--- src/rtl/dly_bank_pkg.sv ---
package dly_bank_pkg;
  localparam int LANE_STRIDE = 32;
  localparam int ODLY_OFS    = 0;
  localparam int IDLY_OFS    = 16;

  localparam int KIND_ODLY = 0;
  localparam int KIND_IDLY = 1;
  localparam int KIND_CA   = 2;

  function automatic int slot_count(int n_lane, int n_dq, int n_ca);
    return n_lane * (2 * n_dq + 3) + n_ca;
  endfunction

  function automatic int ca_base(int n_lane);
    return n_lane * LANE_STRIDE;
  endfunction

  function automatic int phase_addr(int n_lane, int n_ca);
    return ca_base(n_lane) + n_ca;
  endfunction

  function automatic int apply_addr(int n_lane, int n_ca);
    return ca_base(n_lane) + n_ca + 1;
  endfunction

  // flat slot order: lane outputs, lane inputs, command/address
  function automatic int slot_kind(int idx, int n_lane, int n_dq);
    if (idx < n_lane * (n_dq + 2)) return KIND_ODLY;
    if (idx < n_lane * (2 * n_dq + 3)) return KIND_IDLY;
    return KIND_CA;
  endfunction

  function automatic int slot_addr(int idx, int n_lane, int n_dq);
    int r;
    int no;
    int ni;
    no = n_dq + 2;
    ni = n_dq + 1;
    r  = idx;
    if (r < n_lane * no) return (r / no) * LANE_STRIDE + ODLY_OFS + (r % no);
    r = r - n_lane * no;
    if (r < n_lane * ni) return (r / ni) * LANE_STRIDE + IDLY_OFS + (r % ni);
    r = r - n_lane * ni;
    return ca_base(n_lane) + r;
  endfunction
endpackage

--- src/rtl/dly_bank_decode.sv ---
module dly_bank_decode
  import dly_bank_pkg::*;
#(
  parameter int N_LANE = 2,
  parameter int N_DQ   = 8,
  parameter int N_CA   = 32,
  parameter int ADDR_W = 8,
  localparam int NSLOT = slot_count(N_LANE, N_DQ, N_CA)
) (
  input  logic              wr_en_i,
  input  logic [ADDR_W-1:0] addr_i,
  output logic [NSLOT-1:0]  sel_o,
  output logic              phase_sel_o,
  output logic              apply_o
);
  localparam logic [ADDR_W-1:0] PH_A = ADDR_W'(phase_addr(N_LANE, N_CA));
  localparam logic [ADDR_W-1:0] AP_A = ADDR_W'(apply_addr(N_LANE, N_CA));

  for (genvar i = 0; i < NSLOT; i++) begin : g_sel
    localparam logic [ADDR_W-1:0] SA = ADDR_W'(slot_addr(i, N_LANE, N_DQ));
    assign sel_o[i] = wr_en_i && (addr_i == SA);
  end

  assign phase_sel_o = wr_en_i && (addr_i == PH_A);
  assign apply_o     = wr_en_i && (addr_i == AP_A);
endmodule

--- src/rtl/dly_bank_store.sv ---
module dly_bank_store
  import dly_bank_pkg::*;
#(
  parameter int N_LANE   = 2,
  parameter int N_DQ     = 8,
  parameter int N_CA     = 32,
  parameter int DLY_W    = 8,
  parameter int ODLY_RST = 8'h30,
  parameter int IDLY_RST = 8'h40,
  parameter int CA_RST   = 8'h50,
  localparam int NSLOT   = slot_count(N_LANE, N_DQ, N_CA)
) (
  input  logic                   clk_i,
  input  logic                   rst_ni,
  input  logic [NSLOT-1:0]       sel_i,
  input  logic [DLY_W-1:0]       data_i,
  input  logic                   apply_i,
  output logic [NSLOT*DLY_W-1:0] active_o
);
  logic [DLY_W-1:0] shadow_q [NSLOT];
  logic [DLY_W-1:0] active_q [NSLOT];

  for (genvar i = 0; i < NSLOT; i++) begin : g_slot
    localparam int KIND = slot_kind(i, N_LANE, N_DQ);
    localparam logic [DLY_W-1:0] RV = (KIND == KIND_ODLY) ? DLY_W'(ODLY_RST) :
                                      (KIND == KIND_IDLY) ? DLY_W'(IDLY_RST) :
                                                            DLY_W'(CA_RST);
    always_ff @(posedge clk_i or negedge rst_ni) begin
      if (!rst_ni) begin
        shadow_q[i] <= RV;
        active_q[i] <= RV;
      end else begin
        if (sel_i[i]) shadow_q[i] <= data_i;
        if (apply_i)  active_q[i] <= shadow_q[i];
      end
    end
    assign active_o[i*DLY_W +: DLY_W] = active_q[i];

    assert_apply_copy_R3: assert property (@(posedge clk_i) disable iff (!rst_ni)
      apply_i |=> active_q[i] == $past(shadow_q[i]));
  end

  assert_active_hold_R2: assert property (@(posedge clk_i) disable iff (!rst_ni)
    !apply_i |=> $stable(active_o));
endmodule

--- src/rtl/dly_phase_track.sv ---
module dly_phase_track #(
  parameter int PHASE_W   = 8,
  parameter int STEP_CYC  = 4,
  parameter int PHASE_RST = 8'h10,
  localparam int CNT_W    = $clog2(STEP_CYC + 1)
) (
  input  logic               clk_i,
  input  logic               rst_ni,
  input  logic               load_i,
  input  logic [PHASE_W-1:0] data_i,
  input  logic               apply_i,
  output logic [PHASE_W-1:0] phase_o,
  output logic               ready_o
);
  localparam logic [PHASE_W-1:0] RV   = PHASE_W'(PHASE_RST);
  localparam logic [CNT_W-1:0]   LAST = CNT_W'(STEP_CYC - 1);

  logic [PHASE_W-1:0] shadow_q, tgt_q, cur_q;
  logic [CNT_W-1:0]   cnt_q;

  always_ff @(posedge clk_i or negedge rst_ni) begin
    if (!rst_ni) begin
      shadow_q <= RV;
      tgt_q    <= RV;
      cur_q    <= RV;
      cnt_q    <= '0;
    end else begin
      if (load_i) shadow_q <= data_i;
      if (apply_i) begin
        tgt_q <= shadow_q;
        cnt_q <= '0;
      end else if (cur_q != tgt_q) begin
        if (cnt_q == LAST) begin
          cnt_q <= '0;
          cur_q <= (cur_q < tgt_q) ? cur_q + 1'b1 : cur_q - 1'b1;
        end else begin
          cnt_q <= cnt_q + 1'b1;
        end
      end
    end
  end

  assign phase_o = cur_q;
  assign ready_o = (cur_q == tgt_q);

  assert_unit_step_R9: assert property (@(posedge clk_i) disable iff (!rst_ni)
    1'b1 |=> (cur_q == $past(cur_q)) ||
             (cur_q == PHASE_W'($past(cur_q) + 1'b1)) ||
             (cur_q == PHASE_W'($past(cur_q) - 1'b1)));

  assert_ready_hold_R10: assert property (@(posedge clk_i) disable iff (!rst_ni)
    (ready_o && !apply_i) |=> $stable(cur_q) && ready_o);
endmodule

--- src/rtl/dly_bank_top.sv ---
module dly_bank_top
  import dly_bank_pkg::*;
#(
  parameter int N_LANE    = 2,
  parameter int N_DQ      = 8,
  parameter int N_CA      = 32,
  parameter int DLY_W     = 8,
  parameter int ADDR_W    = 8,
  parameter int DATA_W    = 16,
  parameter int PHASE_W   = 8,
  parameter int STEP_CYC  = 4,
  parameter int ODLY_RST  = 8'h30,
  parameter int IDLY_RST  = 8'h40,
  parameter int CA_RST    = 8'h50,
  parameter int PHASE_RST = 8'h10,
  localparam int NSLOT    = slot_count(N_LANE, N_DQ, N_CA),
  localparam int ODLY_B   = N_LANE * (N_DQ + 2) * DLY_W,
  localparam int IDLY_B   = N_LANE * (N_DQ + 1) * DLY_W,
  localparam int CA_B     = N_CA * DLY_W
) (
  input  logic               clk_i,
  input  logic               rst_ni,
  input  logic               wr_en_i,
  input  logic [ADDR_W-1:0]  wr_addr_i,
  input  logic [DATA_W-1:0]  wr_data_i,
  output logic [ODLY_B-1:0]  lane_odly_o,
  output logic [IDLY_B-1:0]  lane_idly_o,
  output logic [CA_B-1:0]    ca_odly_o,
  output logic [PHASE_W-1:0] phase_o,
  output logic [15:0]        status_o
);
  logic [NSLOT-1:0]       sel;
  logic                   phase_sel, apply;
  logic [NSLOT*DLY_W-1:0] active;
  logic                   ready;
  logic [7:0]             phase8;
  logic                   unused_data;

  assign unused_data = ^wr_data_i;

  dly_bank_decode #(
    .N_LANE(N_LANE), .N_DQ(N_DQ), .N_CA(N_CA), .ADDR_W(ADDR_W)
  ) u_decode (
    .wr_en_i    (wr_en_i),
    .addr_i     (wr_addr_i),
    .sel_o      (sel),
    .phase_sel_o(phase_sel),
    .apply_o    (apply)
  );

  dly_bank_store #(
    .N_LANE(N_LANE), .N_DQ(N_DQ), .N_CA(N_CA), .DLY_W(DLY_W),
    .ODLY_RST(ODLY_RST), .IDLY_RST(IDLY_RST), .CA_RST(CA_RST)
  ) u_store (
    .clk_i   (clk_i),
    .rst_ni  (rst_ni),
    .sel_i   (sel),
    .data_i  (wr_data_i[DLY_W-1:0]),
    .apply_i (apply),
    .active_o(active)
  );

  dly_phase_track #(
    .PHASE_W(PHASE_W), .STEP_CYC(STEP_CYC), .PHASE_RST(PHASE_RST)
  ) u_phase (
    .clk_i  (clk_i),
    .rst_ni (rst_ni),
    .load_i (phase_sel),
    .data_i (wr_data_i[PHASE_W-1:0]),
    .apply_i(apply),
    .phase_o(phase_o),
    .ready_o(ready)
  );

  assign lane_odly_o = active[ODLY_B-1:0];
  assign lane_idly_o = active[ODLY_B +: IDLY_B];
  assign ca_odly_o   = active[ODLY_B+IDLY_B +: CA_B];

  assign phase8   = 8'(phase_o);
  assign status_o = {7'd0, ready, phase8};

  assert_one_target_R8: assert property (@(posedge clk_i) disable iff (!rst_ni)
    $onehot0({sel, phase_sel, apply}));

  assert_no_early_phase_R2: assert property (@(posedge clk_i) disable iff (!rst_ni)
    (phase_sel && ready) |=> ready);
endmodule

--- config.mk ---
export PLATFORM = sky130hd
export DESIGN_NAME = dly_bank_top
export DESIGN_NICKNAME = d
export VERILOG_FILES = /design/src/rtl/dly_bank_pkg.sv /design/src/rtl/dly_bank_decode.sv /design/src/rtl/dly_bank_store.sv /design/src/rtl/dly_phase_track.sv /design/src/rtl/dly_bank_top.sv
export SDC_FILE = /design/constraint.sdc
export NUM_CORES = 2
export LEC_CHECK = 0
export ABC_AREA = 1
export ABC_CLOCK_PERIOD_IN_PS = 4300
export BUFFER_PORTS_ARGS = -buffer_cell sky130_fd_sc_hd__buf_2
export CAP_MARGIN = 40
export CORE_UTILIZATION = 55
export CTS_CLUSTER_DIAMETER = 40
export DETAILED_ROUTE_END_ITERATION = 10
export PLACE_DENSITY_LB_ADDON = 0.3
export SLEW_MARGIN = 20
export SYNTH_ARGS = -nofsm -noshare
export SYNTH_HDL_FRONTEND = slang
export SYNTH_SLANG_ARGS = --single-unit
export TNS_END_PERCENT = 1
--- constraint.sdc ---
create_clock -name clk_i -period 4.3 [get_ports clk_i]
set_input_delay 0.215 -clock clk_i [delete_from_list [all_inputs] [get_ports clk_i]]
set_output_delay 0.215 -clock clk_i [all_outputs]
set_load 0.05 [all_outputs]
# --- After elaboration in Yosys (flattened, before gate mapping) ---
# Index checks and enable logic that the tools add are counted.
op_classes:
  add_sub_neg: 3
  order_cmp: 1
  n_eq_ne: 74
  muxes: 4
  bitwise_logic: 1
  n_reduce_logical: 75
ops:
  columns: ["op", "count"]
  rows:
  - ["$eq 8x7->1 const B", 34]
  - ["$eq 8x6->1 const B", 19]
  - ["$eq 8x5->1 const B", 9]
  - ["$logic_and 1x1->1", 72]
  - ["$eq 8x3->1 const B", 4]
  - ["$eq 8x2->1 const B", 2]
  - ["$eq 8x4->1 const B", 2]
  - ["$mux 3", 3]
  - ["$add 8x1->8 const B", 1]
  - ["$eq 8x1->1 const B", 1]
  - ["$eq 8x8->1", 1]
  - ["$logic_not 8->1", 1]
  - ["$lt 8x8->1", 1]
  - ["$mux 8", 1]
  - ["$ne 8x8->1", 1]
  - ["$sub 8x1->8 const B", 1]
  - ["$add 3x1->3 const B", 1]
  - ["$eq 3x2->1 const B", 1]
  - ["$reduce_and 3->1", 1]
  - ["$reduce_bool 2->1", 1]
  - ["$not 1->1", 1]
totals:
  regBits: 1147
  input_bits: 27
  output_inout_bits: 584
  elab_cells: 302

# --- Logic depth before layout (Yosys ltp) ---
logic_depth:
  word_depth: 4
  depth_mapped: 19

# --- By module ---
# Synthesis repeated with hierarchy kept, for this count alone.
hier_totals:
  cells_unflattened: 5124
  area_unflattened_um2: 44694.1
by_module_without_submodules:
  columns: ["module", "n_inst", "cells_per_inst", "area_each_um2"]
  rows:
  - ["dly_bank_store", 1, 4809, 42363.1]
  - ["dly_phase_track", 1, 168, 1595.3]
  - ["dly_bank_decode", 1, 130, 611.8]
  - ["dly_bank_top", 1, 17, 123.9]

# --- Worst setup path after synthesis ---
# Ideal clock, no wire load.
synth_path:
  path_type: "flip-flop to flip-flop"
  startpoint: "register u_phase.cur_q[7] (netlist: u_phase.phase_o[7])"
  endpoint: "register u_phase.cur_q[6] (netlist: u_phase.phase_o[6])"
  setup_time_ps: 118
  t_arrival_ps: 2474
  setup_slack_ps: 1708
  stages_incl_launch_ff: 12
  n_path_buf: 0
  cell_sequence: "dfrtp_1 -> ha_1 -> a21o_1 -> nor2_1 -> nand2_1 -> ha_1 -> a21o_1 -> nand3_1 -> nand3_1 -> or2_2 -> nand3_1 -> nand2_1"
synth_between:
  elab_chain_len: 2
  elab_cells_between_ends: 4
  classes_between: "order compare (1); eq/ne (1); mux (1); reduce/logical (1)"
synth_rtl:
  columns: ["item", "line", "rtl"]
  rows:
  - ["start: declaration", "dly_phase_track.sv:18", "logic [PHASE_W-1:0] shadow_q, tgt_q, cur_q;"]
  - ["start signal: assignment", "dly_phase_track.sv:35", "cur_q <= (cur_q < tgt_q) ? cur_q + 1'b1 : cur_q - 1'b1;"]
  - ["$lt 8x8->1 or $ne 8x8->1 (tied branches)", "dly_phase_track.sv:35, dly_phase_track.sv:32", null]
  - ["$mux 8 or $reduce_and 3->1 (tied branches)", null, null]
# Several ways; a longest one is shown, not always the timed one.
# A chain may end at the register's enable or synchronous reset.

# --- Worst setup path in the final report ---
layout_path:
  startpoint: "register u_phase.cur_q[1] (netlist: u_phase.phase_o[1])"
  endpoint: "register u_phase.cur_q[6] (netlist: u_phase.phase_o[6])"
layout_between:
  elab_chain_len: 2
  elab_cells_between_ends: 6
  classes_between: "add/sub (2); order compare (1); eq/ne (1); mux (1); reduce/logical (1)"
layout_rtl:
  columns: ["item", "line"]
  rows:
  - ["$sub 8x1->8 (tied with other cells)", "dly_phase_track.sv:35"]
  - ["$mux 8 or $reduce_and 3->1 (tied branches)", null]
# Several ways; a longest one is shown, not always the timed one.

==> impl_metrics.tcl <==
set metrics [dict create \
    setup_viol 0 \
    grt_pass1_wl_um 182000 \
    cp_slowest_cell "dfrtp_1" \
    slew_headroom_pct 27.7 \
    cp-start-kind "register" \
    drc 0 \
    holdBufCountCts 3 \
    critPathMaxStageDelay_ns 0.51 \
    ctsResizeCount 0 \
    reg2reg_slack_ns 1.63 \
    leakage_nw 27.7 \
    cts.sinks 1147 \
    netlist.area_leader.share_pct 52.4 \
    ys_seq_area_share_pct 67.6 \
    path_max_fanout 8 \
    drt_wl_total_um 120000 \
    drt_iter0_markers 3092 \
    dpl.cell_count 5928 \
    worst_pin_slew_ns 1.09 \
    path_depth 14 \
    rows 102 \
    worst-path-buf-inv 0 \
    outcome "finished, final reports clean" \
    critPathArrivalTime_ns 3.26 \
    rsz0062_at_grt "no" \
    clock_path_buffers 3 \
    fillers 6003 \
    multiInputGateArea_um2 12500 \
    regArea_um2 29000 \
    htree_levels 4 \
    antenna_found_initial 5 \
    ys.warnings.count 0 \
    cpMostUsedCell "nand2_1" \
    cts_setup_buffers 0 \
    r2r-end "u_phase.phase_o[6]" \
    crit_path_end_kind "register" \
    maxCapViolations 0 \
    dieArea_um2 79200 \
    yosys.area.top_type "dfrtp_1" \
    drive_gt1_share_pct 22.4 \
    timing.fmax_ghz 0.375 \
    nNetsFinal 5073 \
    fp.dieH_um 281 \
    critPathTopFamily "simple AND/OR/NAND/NOR gates" \
    synth_area_per_cell_um2 9.55 \
    ant_nets 0 \
    synth_cell_type_count 33 \
    synth_enable_flop_cells 0 \
    finClkSkew_ns 0.0290 \
    hold_path_class "in -> reg" \
    synth_cells 4496 \
    critical_path.cell_chain "ha_1, nand2_1, nand2_1, nand2_1, nand2_1, nand2_1, nand2_1, ha_1, a21o_1, nand3_1, nand3_1, or2_2, nand3_1, nand2_1" \
    dp_hpwl_um 72500 \
    coreArea_um2 77300 \
    clk_latency_ns 0.72 \
    start_util_pct 55.5 \
    vias_per_cell 5.32 \
    power_density_nw_per_um2 471 \
    wl_per_cell_um 19.4 \
    cts-root-buf "clkbuf_16" \
    cp.required_ns 4.89 \
    synthTopCellsByArea "dfrtp_1 (52%), nand2_1 (21%), dfstp_2 (15%)" \
    min_path_cells 3 \
    hold_viol 0 \
    yosys_register_bits 1147 \
    synth_most_common_cell "nand2_1" \
    slew_viol_final 0 \
    vias 32900 \
    boundaryPins 611 \
    synth-main-ff-cell "dfrtp_1" \
    fin_crit_sh_pct 62.1 \
    reg2reg_depth 14 \
    dr.pass1.iters 6 \
    async_flop_share_pct 100 \
    io_buffers 595 \
    cp-startpoint "u_phase.phase_o[1]" \
    r2r_start "u_phase.phase_o[1]" \
    area_delta_synth_final_pct 19.9 \
    synthTopCellsByCount "nand2_1 (2369), dfrtp_1 (900), o21ai_0 (541), dfstp_2 (247), clkbuf_1 (134)" \
    crit_path_end "u_phase.phase_o[6]" \
    grt_max_degree 236 \
    grt_pass1_vias 31500 \
    setup_tns_ns 0 \
    critPathKind "reg -> reg" \
    place_congestion 0.822 \
    period_needed_ns 2.67 \
    peakVddDrop_mv 0.360 \
    overflow 0 \
    track_usage_pct 30.2 \
    cts_buffers 135 \
    clk_pin_slew_ns 0.06 \
    synth_area_um2 42900 \
    fin_cells 6186 \
    die_x_um 281 \
    tritoncts "yes" \
]
power by group:
part / total, mW / internal, mW / switching, mW
Clock: 11.7 / 7.04 / 4.68
Combinational: 1.16 / 0.268 / 0.888
Sequential: 11.4 / 11.2 / 0.220
Total: 24.2 / 18.5 / 5.78
per-layer routing:
metal / track usage [%] / wire length (um) / part of all wire (%)
met5: 0 / 53 / 0.044
met4: 13.8 / 5050 / 4.2
met3: 6.01 / 8590 / 7.2
met2: 47.6 / 57300 / 48
met1: 40.8 / 48700 / 41
registers in the layout, indices dropped and copies added, names as in the netlist:
register and count:
u_phase.tgt_q 8, u_phase.phase_o 8, u_phase.shadow_q 8, u_store.active_o 560, u_phase.cnt_q 3, u_store.shadow_q 560
cell families (layout without fill, tap and decap cells):
| logic type | Yosys count | after routing | synth area share, % |
|---|---|---|---|
| AOI/OAI and AO/OA | 593 | 593 | 6.93 |
| xor gates and xnor gates | 5 | 5 | 0.102 |
| adders and majority gates | 16 | 16 | 0.484 |
| buffers and inverters | 312 | 953 | 3.39 |
| DFF | 1147 | 1147 | 67.6 |
| other | 1 | 10 | 0.00873 |
| and+or+nand+nor | 2422 | 2422 | 21.5 |
final cells by class:
cell class / instances / area share [%]
Sequential cell: 1147 / 56.3
Clock buffer: 182 / 7.30
Antenna cell: 3 / 0.0146
Timing Repair Buffer: 662 / 7.39
Clock inverter: 68 / 1.80
Inverter: 41 / 0.323
Tap cell: 1040 / 2.53
Multi-Input combinational cell: 3043 / 24.3
layout by cell type (no fill, tap or decap), drive strengths merged:
master	n
a21o	2
a21oi	9
buf	659
bufinv	13
clkbuf	182
clkinv	33
clkinvlp	14
conb	7
dfrtp	900
dfstp	247
diode	3
dlygate4sd3	3
fa	1
ha	15
inv	49
nand2	2370
nand3	11
nand4	4
nor2	23
nor3	9
nor4	2
o21ai	581
o31ai	1
or2	3
xnor2	1
xor2	4
stage by stage:
stage,worst slack (ns),hold WS [ns],area (um^2),power [mW],utilization (%)
after floorplan,1.71,-0.0806,43000,12.2,-
after global placement,1.52,0.317,46600,12.7,60.3
after detailed placement,1.51,0.313,46700,12.7,60.4
after CTS,1.63,0.0226,51500,24.4,66.5
after global routing,1.42,0.0532,51500,25.0,66.6
final,1.63,0.0745,51500,24.2,66.6
worst reg2reg max path, stage by stage (launching register included):
cell     delay, ns
dfrtp_1       0.51
ha_1          0.37
nand2_1       0.07
nand2_1       0.05
nand2_1       0.05
nand2_1       0.04
nand2_1       0.07
nand2_1       0.19
ha_1          0.40
a21o_1        0.19
nand3_1       0.06
nand3_1       0.09
or2_2         0.30
nand3_1       0.09
nand2_1       0.05
worst min-delay path by stage:
stage                       startpoint               endpoint  slack [ns]
after floorplan                 rst_ni       u_phase.cnt_q[0]       -0.08
after global placement          rst_ni  u_store.active_o[528]        0.32
after detailed placement        rst_ni  u_store.active_o[528]        0.31
after CTS                 wr_data_i[7]    u_store.shadow_q[7]        0.02
after global routing      wr_data_i[7]    u_store.shadow_q[7]        0.05
final                     wr_data_i[7]   u_store.shadow_q[47]        0.07
No activity file was read; power rests on OpenSTA's default activity.
